**config.mk**
```make
export PLATFORM = sky130hd
export DESIGN_NAME = prot_intc
export DESIGN_NICKNAME = d
export VERILOG_FILES = /design/src/rtl/intc_pkg.sv /design/src/rtl/intc_cfg_reg.sv /design/src/rtl/intc_status.sv /design/src/rtl/intc_route.sv /design/src/rtl/prot_intc.sv
export SDC_FILE = /design/constraint.sdc
export NUM_CORES = 1
export LEC_CHECK = 0
export BUFFER_PORTS_ARGS = -buffer_cell sky130_fd_sc_hd__buf_2
export CORE_MARGIN = 2
export CORE_UTILIZATION = 50
export CTS_CLUSTER_SIZE = 8
export DETAILED_ROUTE_END_ITERATION = 8
export PLACE_DENSITY_LB_ADDON = 0.08
export SLEW_MARGIN = 20
export SYNTH_ARGS = -nofsm -noshare
export SYNTH_HDL_FRONTEND = slang
export SYNTH_HIERARCHICAL = 1
export SYNTH_SLANG_ARGS = --single-unit
```
**constraint.sdc**
```tcl
create_clock -name clk -period 12.5 [get_ports clk]
set_input_delay 2.5 -clock clk [delete_from_list [all_inputs] [get_ports clk]]
set_output_delay 2.5 -clock clk [all_outputs]
set_load 0.1 [all_outputs]
```
**src/rtl/intc_pkg.sv**
```systemverilog
`timescale 1ns/1ps
package intc_pkg;
    typedef enum logic [2:0] {
        RK_ENABLE = 3'd0,
        RK_STATUS = 3'd1,
        RK_PRESET = 3'd2,
        RK_CLEAR  = 3'd3,
        RK_IRQRT  = 3'd4,
        RK_NMIRT  = 3'd5,
        RK_PROT   = 3'd6,
        RK_NONE   = 3'd7
    } reg_kind_e;

    localparam int NCFG = 4;

    function automatic reg_kind_e cfg_kind(input int k);
        case (k)
            0:       return RK_ENABLE;
            1:       return RK_IRQRT;
            2:       return RK_NMIRT;
            default: return RK_PROT;
        endcase
    endfunction
endpackage

```
**src/rtl/intc_cfg_reg.sv**
```systemverilog
`timescale 1ns/1ps
module intc_cfg_reg #(
    parameter int PW = 64
) (
    input  logic          clk,
    input  logic          rst_n,
    input  logic          we,
    input  logic [PW-1:0] lane,
    input  logic [PW-1:0] wbits,
    output logic [PW-1:0] q
);
    always_ff @(posedge clk or negedge rst_n) begin
        if (!rst_n) begin
            q <= '0;
        end else if (we) begin
            q <= (q & ~lane) | (wbits & lane);
        end
    end
endmodule

```
**src/rtl/intc_status.sv**
```systemverilog
`timescale 1ns/1ps
module intc_status #(
    parameter int PW = 64
) (
    input  logic          clk,
    input  logic          rst_n,
    input  logic [PW-1:0] ev,
    input  logic [PW-1:0] pre_bits,
    input  logic [PW-1:0] clr_bits,
    output logic [PW-1:0] st
);
    // new set sources are ORed after the clear, so an event beats a clear
    always_ff @(posedge clk or negedge rst_n) begin
        if (!rst_n) begin
            st <= '0;
        end else begin
            st <= (st & ~clr_bits) | ev | pre_bits;
        end
    end
endmodule

```
**src/rtl/intc_route.sv**
```systemverilog
`timescale 1ns/1ps
module intc_route #(
    parameter int PW = 64
) (
    input  logic [PW-1:0] st,
    input  logic [PW-1:0] en,
    input  logic [PW-1:0] irt,
    input  logic [PW-1:0] nrt,
    output logic          irq,
    output logic          nmi
);
    always_comb begin
        irq = |(st & en & irt);
        nmi = |(st & nrt);
    end
endmodule

```
**src/rtl/prot_intc.sv**
```systemverilog
`timescale 1ns/1ps
module prot_intc
    import intc_pkg::*;
#(
    parameter  int N_SRC    = 49,
    parameter  int RSVD_IDX = 35,
    localparam int NW       = (N_SRC + 31) / 32,
    localparam int WB       = (NW > 1) ? $clog2(NW) : 1,
    localparam int AW       = WB + 3
) (
    input  logic             clk,
    input  logic             rst_n,
    input  logic             bus_sel,
    input  logic             bus_wr,
    input  logic             bus_priv,
    input  logic [AW-1:0]    bus_addr,
    input  logic [31:0]      bus_wdata,
    output logic [31:0]      bus_rdata,
    input  logic [N_SRC-1:0] ev_in,
    output logic [N_SRC-1:0] ev_raw_o,
    output logic             irq_o,
    output logic             nmi_o
);
    localparam int PW = NW * 32;

    function automatic logic [PW-1:0] valid_mask(input int dummy);
        logic [PW-1:0] m;
        m = '0;
        for (int i = 0; i < PW; i++) begin
            m[i] = (i < N_SRC) && (i != RSVD_IDX) && (dummy == 0);
        end
        return m;
    endfunction

    localparam logic [PW-1:0] VALID = valid_mask(0);

    reg_kind_e     kind;
    logic [WB-1:0] widx;
    logic          wr_go;
    logic [PW-1:0] lane;
    logic [PW-1:0] wbits;
    logic [PW-1:0] ev_pad;
    logic [PW-1:0] user_ok;
    logic [PW-1:0] pre_bits;
    logic [PW-1:0] clr_bits;
    logic [PW-1:0] st_q;
    logic [PW-1:0] cfg_q [NCFG];
    logic [PW-1:0] cfg_en, cfg_irt, cfg_nrt, cfg_prot;
    logic [PW-1:0] rd_vec;

    assign kind  = reg_kind_e'(bus_addr[AW-1:WB]);
    assign widx  = bus_addr[WB-1:0];
    assign wr_go = bus_sel && bus_wr;

    // place the write word into its lane of the wide vector
    always_comb begin
        lane  = '0;
        wbits = '0;
        for (int w = 0; w < NW; w++) begin
            if (int'(widx) == w) begin
                lane[w*32 +: 32]  = '1;
                wbits[w*32 +: 32] = bus_wdata;
            end
        end
        lane  = lane & VALID;
        wbits = wbits & VALID;
    end

    always_comb begin
        ev_pad = '0;
        ev_pad[N_SRC-1:0] = ev_in;
        ev_pad = ev_pad & VALID;
    end
    assign ev_raw_o = ev_pad[N_SRC-1:0];

    assign cfg_en   = cfg_q[0];
    assign cfg_irt  = cfg_q[1];
    assign cfg_nrt  = cfg_q[2];
    assign cfg_prot = cfg_q[3];

    assign user_ok  = ~cfg_prot | {PW{bus_priv}};
    assign pre_bits = (wr_go && kind == RK_PRESET) ? (wbits & user_ok) : '0;
    assign clr_bits = (wr_go && kind == RK_CLEAR)  ? (wbits & user_ok) : '0;

    for (genvar k = 0; k < NCFG; k++) begin : g_cfg
        intc_cfg_reg #(.PW(PW)) u_reg (
            .clk   (clk),
            .rst_n (rst_n),
            .we    (wr_go && bus_priv && kind == cfg_kind(k)),
            .lane  (lane),
            .wbits (wbits),
            .q     (cfg_q[k])
        );
    end

    intc_status #(.PW(PW)) u_status (
        .clk      (clk),
        .rst_n    (rst_n),
        .ev       (ev_pad),
        .pre_bits (pre_bits),
        .clr_bits (clr_bits),
        .st       (st_q)
    );

    intc_route #(.PW(PW)) u_route (
        .st  (st_q),
        .en  (cfg_en),
        .irt (cfg_irt),
        .nrt (cfg_nrt),
        .irq (irq_o),
        .nmi (nmi_o)
    );

    always_comb begin
        unique case (kind)
            RK_ENABLE: rd_vec = cfg_en;
            RK_STATUS: rd_vec = st_q;
            RK_IRQRT:  rd_vec = cfg_irt;
            RK_NMIRT:  rd_vec = cfg_nrt;
            RK_PROT:   rd_vec = cfg_prot;
            default:   rd_vec = '0;
        endcase
        bus_rdata = '0;
        for (int w = 0; w < NW; w++) begin
            if (int'(widx) == w) bus_rdata = rd_vec[w*32 +: 32];
        end
    end
endmodule

```
==> Word level (Yosys, flattened, before mapping) <==
Index checks and enable logic that the tools add are counted.
{ "totals": {"regBits": 320, "wordCells": 50, "inputBits": 90} }
{ "classes": {"mux": 8, "bitwise_logic": 20, "n_reduce_logical": 11, "n_eq_ne": 6} }
{ "op_table": {"columns": ["cell", "n"], "rows": [
  ["64-bit AND", 8],
  ["64-bit bitwise OR", 6],
  ["64-bit one-hot mux with 5 select lines", 1],
  ["64-bit 2-to-1 mux", 2],
  ["64-bit inverter", 2],
  ["64-bit OR reduction", 2],
  ["32-bit 2-to-1 mux", 3],
  ["49-bit by 64-bit AND with 64-bit output", 1],
  ["49-bit inverter with 64-bit output", 1],
  ["64-bit by 49-bit bitwise OR with 64-bit output", 1],
  ["49-bit AND", 1],
  ["17-bit 2-to-1 mux", 2],
  ["3-bit equality test, second input constant", 3],
  ["1-bit logical AND", 8],
  ["3-bit by 2-bit equality test with 1-bit output, second input constant", 2],
  ["3-bit by 1-bit equality test with 1-bit output, second input constant", 1],
  ["3-bit zero test", 1]
]} }

==> Logic depth before layout (Yosys ltp) <==
Gate-level depths: netlist of the first run.
{ "depth": {"word_depth": 8, "ltp_mapped": 10} }

==> By module <==
Netlist of the first run, hierarchy kept.
{ "by_module_without_submodules": {"columns": ["module", "area_per_inst_um2", "n_inst", "cells_each", "seq_area_each_um2"], "rows": [
  ["intc_cfg_reg", 2919.0, 4, 199, 1601.5],
  ["prot_intc", 4659.5, 1, 736, 0.0],
  ["intc_status", 2402.3, 1, 256, 1601.5],
  ["intc_route", 820.8, 1, 122, 0.0]
]} }

==> Least setup slack after synthesis of the first run <==
Ideal clock, no wire load.
{ "synth_path": {"kind": "input to output", "startpoint": "in bus_addr[0]", "endpoint": "out bus_rdata[17]", "n_path_buf": 2, "path_stages": 5, "path_slack_ns": 2.778, "t_arrival_ns": 7.222, "path_cell_list": "clkinv_1 > clkbuf_1 > clkbuf_1 > a21oi_1 > a2bb2oi_1"} }
{ "synth_between": {"elab_chain_cells": 1} }
{ "synth_rtl": {"columns": ["element", "line_no", "source"], "rows": [
  ["start, declared", "prot_intc.sv:16", "input logic [AW-1:0] bus_addr,"],
  ["32-bit 2-to-1 mux", "prot_intc.sv:125", "if (int'(widx) == w) bus_rdata = rd_vec[w*32 +: 32];"],
  ["end, declared", "prot_intc.sv:18", "output logic [31:0] bus_rdata,"]
]} }
No other way between the ends.

==> Final worst setup path of the first run <==
{ "layout_path": {"startpoint": "in bus_addr[3]", "endpoint": "out bus_rdata[8]"} }
{ "layout_between": {"elab_chain_cells": 3} }
{ "layout_rtl": {"columns": ["element", "line_no", "source"], "rows": [
  ["3-bit equality test, or another cell as far along", "prot_intc.sv:115", "unique case (kind)"],
  ["64-bit one-hot mux with 5 select lines *", "prot_intc.sv:115", null],
  ["32-bit 2-to-1 mux *", "prot_intc.sv:125", null]
]} }
Every way passes the cells marked *; elsewhere a longest branch is shown, timed or not.

==> impl_table.tex, run 1 <==
\begin{tabular}{lr}
\hline
Metric & Value \\
\hline
\multicolumn{2}{l}{\textbf{Setup path}} \\
Kind of cell with the highest combined delay on the critical path & buffers and inverters \\
Register-to-Register Setup Slack & 11.43 ns \\
RR Endpoint & u\_status/st[10] \\
Max Fanout on Critical Path & 62 \\
Critical path endpoint category & primary output \\
Setup CP Type & input pin to primary output \\
Cell breakdown of the critical path & buf\_4 > buf\_4 > nor2b\_4 > a22oi\_1 > o22ai\_1 > a2bb2oi\_1 > buf\_2 \\
Critical path's largest stage delay & around 0.9 ns \\
Cell at the slowest stage of the critical path & sky130\_fd\_sc\_hd\_\_nor2b\_4 \\
Required time of the critical path & around 10 ns \\
Buffers and inverters on the worst path & 3 \\
Crit path launch type & input pin \\
Stages on the worst setup path & 7 \\
Most numerous cell on the critical path & sky130\_fd\_sc\_hd\_\_buf\_4 \\
Reg2reg path depth & 5 \\
Arrival time at the worst endpoint & 6.21 ns \\
\multicolumn{2}{l}{\textbf{Cells and area}} \\
Synth-to-Final Area Change & 12.2\% \\
Share of final-layout standard cells stronger than drive strength 1 & 26.0\% \\
Net total in the final layout & between 2000 and 2500 \\
Final core area utilization & 56.8\% \\
\multicolumn{2}{l}{\textbf{Power}} \\
Clock power share & 39.5\% \\
Power spent charging and discharging nets & 893 uW \\
Sw frac & 30.8\% \\
Sequential share of power & 41.0\% \\
Leakage power & 0.0108 uW \\
Internal Power & 2010 uW \\
PwrDens & 132 nW/um2 \\
Part of the total power dissipated in combinational logic & 19.5\% \\
Max rail drop VDD & 0.0000960 V \\
\multicolumn{2}{l}{\textbf{Placed design}} \\
Half-perimeter wire length after detailed placement & 38900 um \\
Weighted congestion reported at the end of routability-driven placement & 0.820 \\
Input/output buffers & 170 \\
\multicolumn{2}{l}{\textbf{STA}} \\
Hold violation total from the final report & 0 \\
Setup TNS & 0 ns \\
Unrepaired setup endpoints after global routing & no \\
Slew @ Worst Pin & about 1.0 ns \\
Maximum achievable frequency & 0.115 GHz \\
Max-slew violation count & 0 \\
Final min period & 8.71 ns \\
Final clock skew & about 0.005 ns \\
Final-report setup violation count & 0 \\
Final cycle utilization of the critical path & 69.7\% \\
Max-Slew Margin vs Limit & between 30\% and 40\% \\
\multicolumn{2}{l}{\textbf{Logic synthesis}} \\
Register area share after synthesis & about two fifths \\
Compound-Gate Fraction of Synth Area & 11.6\% \\
Post-synthesis instance area & between 15000 and 20000 um2 \\
Mux cell area share after synthesis & 23.5\% \\
Area leader, netlist & sky130\_fd\_sc\_hd\_\_dfrtp\_1 \\
Number of enable-type register cells in the synthesized netlist & 0 \\
Yosys top cell area share & 40.9\% \\
Largest family of logic cells by synthesized area & multiplexers \\
Post-Synth XOR/XNOR Area & 0\% \\
Async set or reset register ratio after synthesis & 100\% \\
Commonest register cell after synthesis & sky130\_fd\_sc\_hd\_\_dfrtp\_1 \\
Distinct cell type count of the synthesized netlist & about 50 \\
Yosys warning total & 6 \\
Post-synthesis adder-cell area fraction & 0\% \\
Most instantiated cells after synthesis & sky130\_fd\_sc\_hd\_\_dfrtp\_1, sky130\_fd\_sc\_hd\_\_nand2\_1, sky130\_fd\_sc\_hd\_\_mux2\_4 \\
Most instantiated library cell after synthesis & sky130\_fd\_sc\_hd\_\_dfrtp\_1 \\
Average instance area after synthesis & 10.2 um2 \\
Basic-gate share of the synthesized area counting and, or, nand and nor cells & 15.1\% \\
FF+latch count, synth & 320 \\
Post-synthesis instance total & 1910 \\
Ranking of synthesized cells by area & sky130\_fd\_sc\_hd\_\_dfrtp\_1, sky130\_fd\_sc\_hd\_\_mux2\_4, sky130\_fd\_sc\_hd\_\_nand2\_1 \\
\multicolumn{2}{l}{\textbf{Min path}} \\
Worst Hold Path Cells & 1 \\
Type of the tightest min-delay check & flop to flop \\
\multicolumn{2}{l}{\textbf{CTS}} \\
Num Clock Sinks & 320 \\
Number of levels in the clock H-tree & 2 \\
CTS tree & built \\
Number of buffers created by CTS & 46 \\
Skew-Pair Late Insertion Delay & 0.57 ns \\
Post\_cts resized & 0 \\
Post-CTS Setup Inserts & 0 \\
Clk slew on worst S/H paths & around 0.05 ns \\
Buffer cell driving the clock tree root & sky130\_fd\_sc\_hd\_\_clkbuf\_16 \\
Buffer levels on the longest clock path & 3 \\
Post-CTS Hold Fix Bufs & 0 \\
\multicolumn{2}{l}{\textbf{Die}} \\
Standard-cell row count & just over 70 \\
Core area & 38600 um2 \\
Chip width & 202 um \\
\# IOs & 173 \\
Overall die height & 202 um \\
Die Outline Area & approximately 40000 um2 \\
Effective utilization at floorplan & 50.6\% \\
\multicolumn{2}{l}{\textbf{Route}} \\
Per-cell via count in the routed design & 5.70 \\
Average wire per cell in the routed design & 23.3 um \\
Detailed-route DRC error count & 0 \\
Number of vias after detailed routing & 15400 \\
Final routed wirelength across all metal layers & 62800 um \\
Total iterations of the first detailed-routing run & 5 \\
Post-route antenna net violation count & 0 \\
Violation count after the first detailed-routing iteration & about 1100 \\
\multicolumn{2}{l}{\textbf{Global route}} \\
Largest net degree at the start of global routing & roughly 130 \\
Global-route wire length before repair & around 95000 um \\
Vias in the first global route & 15300 \\
Total congestion overflow after global routing & 0 \\
Initial antenna violation count & 4 \\
All-Layer GR Usage & 30.9\% \\
\multicolumn{2}{l}{\textbf{Run status}} \\
Status & finished clean \\
\multicolumn{2}{l}{\textbf{Job}} \\
Max capacitance violation total & 0 \\
\hline
\end{tabular}
[layout by cell type (no fill, tap or decap), types with 32 or more instances in the layout]
cell / instances
sky130_fd_sc_hd__a22oi_1: 51
sky130_fd_sc_hd__buf_2: 165
sky130_fd_sc_hd__clkbuf_16: 49
sky130_fd_sc_hd__conb_1: 177
sky130_fd_sc_hd__dfrtp_1: 320
sky130_fd_sc_hd__inv_1: 113
sky130_fd_sc_hd__mux2_2: 55
sky130_fd_sc_hd__mux2_4: 240
sky130_fd_sc_hd__nand2_1: 297
sky130_fd_sc_hd__nand3_1: 61
sky130_fd_sc_hd__nor2_1: 173
sky130_fd_sc_hd__nor2b_1: 32
sky130_fd_sc_hd__o21ai_0: 68
sky130_fd_sc_hd__o21ai_1: 65
[worst max-delay path by stage]
stage	from	slack, ns	end
after floorplan	bus_addr[0]	2.78	bus_rdata[17]
after global placement	bus_addr[3]	3.82	bus_rdata[27]
after detailed placement	bus_addr[3]	3.84	bus_rdata[27]
after CTS	bus_addr[3]	3.85	bus_rdata[27]
after global routing	bus_addr[3]	3.75	bus_rdata[27]
final	bus_addr[3]	3.79	bus_rdata[8]
[power by group through the flow]
stage	sequential (uW)	clock [uW]	combinational (uW)
4_1_cts	1190	1160	561
5_1_grt	1200	1200	597
3_3_place_gp	1200	0	554
3_5_place_dp	1200	0	559
6_report	1190	1140	565
2_1_floorplan	1180	0	434
[per-stage QoR]
stage               total power (uW)  setup slack, ns  instance area (um2)  std cells  hold WS [ns]
floorplan                       1610             2.78                20200       2086         0.480
global placement                1750             3.82                20700       2642         0.493
detailed placement              1760             3.84                20700       2642         0.498
CTS                             2910             3.85                21900       2694         0.514
global route                    3000             3.75                21900       2694         0.521
finish                          2900             3.79                21900       2695         0.511
[routing by layer]
metal,global-route usage [%],vias up,routed length (um)
met5,0.357,-,23
met4,13.9,4,2710
met3,7.19,150,5330
met2,46.2,617,27400
met1,42.9,7653,27400
li1,-,6945,-
[kinds of logic after synthesis]
group / after synthesis
buf+inv: 271
compound gates: 336
other cells: 1
mux: 324
flops: 320
simple gates: 658
[final cells by class]
| cell class | count | area [um2] |
|---|---|---|
| diodes | 1 | 2.50 |
| clock buffers | 51 | 1230 |
| clock inverters | 1 | 8.76 |
| fillers | 3395 | 16700 |
| inverters | 115 | 434 |
| multi-input cells | 1495 | 10600 |
| flip-flops and latches | 320 | 8010 |
| well taps | 518 | 648 |
| repair buffers | 194 | 1060 |
[worst reg2reg max path: cells and delay by family (launching register included)]
family / cells / cell delay [ns]
AOI/OAI and AO/OA: 2 / 0.31
and+or+nand+nor: 2 / 0.20
buffers and inverters: 1 / 0.05
DFF: 1 / 0.38
Power figures use the tool's default switching activity.
==> run 2, diff against run 1 <==
clock period = 8.2 ns   (was 12.5 ns; I/O delays follow)
==> run 2 against run 1 <==
Final cell count hardly changed. Clock-buffer cell count is 6 lower. Critical path depth is 1 lower. Non-clock buffer count is 7 higher. First-iteration DRC count is 12% higher. Largest power group unchanged. Cell area is 0.12% lower. Via count is 0.45% higher. Die area stayed put. Clock power is 43% higher. Critical endpoint is now bus_rdata[27]. Total power is 49% higher.
==> impl_table.tex, run 2 (synthesis results as in run 1) <==
\begin{tabular}{lr}
\hline
Metric & Value \\
\hline
\multicolumn{2}{l}{\textbf{Setup path}} \\
Reg2reg path depth & 5 (unchanged) \\
Cell breakdown of the critical path & buf\_4 > nor2b\_4 > a22oi\_1 > o22ai\_1 > a2bb2oi\_1 > buf\_2 \\
Stages on the worst setup path & 6 (-1) \\
Critical path's largest stage delay & 0.97 ns (+0.05 ns) \\
Register-to-Register Setup Slack & 7.10 ns (-4.33 ns) \\
Required time of the critical path & 6.56 ns (-3.44 ns) \\
Critical Path Start & bus\_addr[3] \\
Kind of cell with the highest combined delay on the critical path & buffers and inverters \\
Arrival time at the worst endpoint & 4.65 ns (-1.56 ns) \\
Setup CP Type & input pin to primary output \\
Critical path endpoint category & primary output \\
Max Fanout on Critical Path & 59 (-4.8\%) \\
Buffers and inverters on the worst path & 2 (-1) \\
Crit path launch type & input pin \\
RR Endpoint & u\_status/st[39] \\
Cell at the slowest stage of the critical path & sky130\_fd\_sc\_hd\_\_nor2b\_4 \\
Worst setup path endpoint & bus\_rdata[27] \\
\multicolumn{2}{l}{\textbf{Cells and area}} \\
Net total in the final layout & 2268 (+0.27\%) \\
Leading cell types in the layout, fill and taps excluded & sky130\_fd\_sc\_hd\_\_dfrtp\_1, sky130\_fd\_sc\_hd\_\_nand2\_1, sky130\_fd\_sc\_hd\_\_mux2\_4 \\
Most common library cell in the layout ignoring fill and taps & sky130\_fd\_sc\_hd\_\_dfrtp\_1 \\
Synth-to-Final Area Change & 12.1\% \\
Antenna cell count & 0 (-1) \\
Share of final-layout standard cells stronger than drive strength 1 & 26.1\% (+0.092 points) \\
Post-route standard cell area excluding fillers & 21900 um2 (-0.12\%) \\
\multicolumn{2}{l}{\textbf{STA}} \\
Max-slew violation count & 0 (unchanged) \\
Final cycle utilization of the critical path & 76.7\% \\
Final Worst Setup Slack & 1.91 ns (-1.88 ns) \\
Final worst hold slack & 0.507 ns (-0.00382 ns) \\
Setup TNS & 0 ns (unchanged) \\
Maximum achievable frequency & 0.159 GHz \\
Final min period & between 6 and 7 ns \\
Final clock skew & 0.0109 ns (+0.00590 ns) \\
Final-report setup violation count & 0 (unchanged) \\
Unrepaired setup endpoints after global routing & no \\
Slew @ Worst Pin & 1.02 ns (-0.00876 ns) \\
Max-Slew Margin vs Limit & 31.9\% (+0.60 points) \\
Hold violation total from the final report & 0 (unchanged) \\
\multicolumn{2}{l}{\textbf{Route}} \\
Number of vias after detailed routing & 15400 (+0.45\%) \\
Post-route antenna net violation count & 0 (unchanged) \\
Violation count after the first detailed-routing iteration & 1283 (+12\%) \\
Detailed-route DRC error count & 0 (unchanged) \\
Per-cell via count in the routed design & 5.73 (+0.49\%) \\
Final routed wirelength across all metal layers & 63100 um (+0.44\%) \\
Average wire per cell in the routed design & 23.4 um (+0.47\%) \\
Total iterations of the first detailed-routing run & 5 (unchanged) \\
\multicolumn{2}{l}{\textbf{Placed design}} \\
Post-place instance area & 20800 um2 (+0.45\%) \\
Half-perimeter wire length after detailed placement & 40300 um (+3.4\%) \\
Setup WS pre-CTS & 2.02 ns (-1.82 ns) \\
Input/output buffers & 170 (unchanged) \\
Weighted congestion reported at the end of routability-driven placement & 0.842 (+2.7\%) \\
\multicolumn{2}{l}{\textbf{Die}} \\
Core area & 38600 um2 (unchanged) \\
Effective utilization at floorplan & 50.6\% (unchanged) \\
\# IOs & 173 (unchanged) \\
Die Outline Area & 40700 um2 (unchanged) \\
Chip width & 202 um (unchanged) \\
Standard-cell row count & 72 (unchanged) \\
Overall die height & 202 um (unchanged) \\
\multicolumn{2}{l}{\textbf{CTS}} \\
Number of buffers created by CTS & 45 (-2.2\%) \\
CTS tree & built \\
Post\_cts resized & 0 (unchanged) \\
Skew-Pair Late Insertion Delay & 0.56 ns (about the same) \\
Clk slew on worst S/H paths & 0.05 ns (about the same) \\
Post-CTS Setup Inserts & 0 (unchanged) \\
Num Clock Sinks & 320 (unchanged) \\
Number of levels in the clock H-tree & 2 (unchanged) \\
Buffer cell driving the clock tree root & sky130\_fd\_sc\_hd\_\_clkbuf\_16 \\
Post-CTS Hold Fix Bufs & 0 (unchanged) \\
Buffer levels on the longest clock path & 3 (unchanged) \\
\multicolumn{2}{l}{\textbf{Job}} \\
Max capacitance violation total & 0 (unchanged) \\
\multicolumn{2}{l}{\textbf{Global route}} \\
Total congestion overflow after global routing & 0 (unchanged) \\
All-Layer GR Usage & 31.1\% (+0.21 points) \\
Global-route wire length before repair & 95500 um (+0.27\%) \\
Initial antenna violation count & 4 (unchanged) \\
Largest net degree at the start of global routing & 126 (-0.79\%) \\
Vias in the first global route & 15100 (-0.90\%) \\
\multicolumn{2}{l}{\textbf{Power}} \\
Sum of internal, switching and leakage power & 4310 uW (+49\%) \\
Leakage power & 0.0108 uW (-0.20\%) \\
Max rail drop VDD & 0.000129 V (+35\%) \\
PwrDens & 197 nW/um2 (+49\%) \\
\multicolumn{2}{l}{\textbf{Min path}} \\
Type of the tightest min-delay check & flop to flop \\
\multicolumn{2}{l}{\textbf{Run status}} \\
Status & finished clean \\
\hline
\end{tabular}
-- run 2: stage by stage --
stage | std cells | utilization, %
2_1_floorplan | 2086 | -
3_3_place_gp | 2649 | 53.8
3_5_place_dp | 2649 | 53.8
4_1_cts | 2694 | 56.7
5_1_grt | 2694 | 56.7
6_report | 2694 | 56.7
-- run 2: worst min-delay path by stage --
stage	from	end	slack, ns	cells after the start
final	flop	flop	0.51	1
after global routing	flop	flop	0.52	1
after CTS	flop	flop	0.51	1
after detailed placement	flop	flop	0.50	1
after global placement	flop	flop	0.49	1
after floorplan	flop	flop	0.48	1
-- run 2: power by group --
group | switching, uW | internal, uW | leakage (uW)
Sequential | 109 | 1710 | 0.00405
Combinational | 551 | 316 | 0.00616
Clock | 674 | 955 | 0.000555
Total | 1330 | 2980 | 0.0108
-- run 2: layer usage --
layer / part of all wire (%) / wire length [um] / GRT usage, % / vias to the layer above
li1: - / - / - / 6946
met1: 45 / 28200 / 44.3 / 7737
met2: 43 / 27200 / 46.0 / 600
met3: 7.5 / 4760 / 5.77 / 149
met4: 4.4 / 2800 / 14.6 / 6
met5: 0.065 / 41 / 0 / -
-- run 2: area by class of cell --
| class | count | area (um2) |
|---|---|---|
| Tap cell | 518 | 648 |
| Sequential cell | 320 | 8010 |
| Inverter | 115 | 434 |
| Fill cell | 3451 | 16700 |
| Timing Repair Buffer | 201 | 1170 |
| Multi-Input combinational cell | 1495 | 10500 |
| Clock buffer | 45 | 1130 |
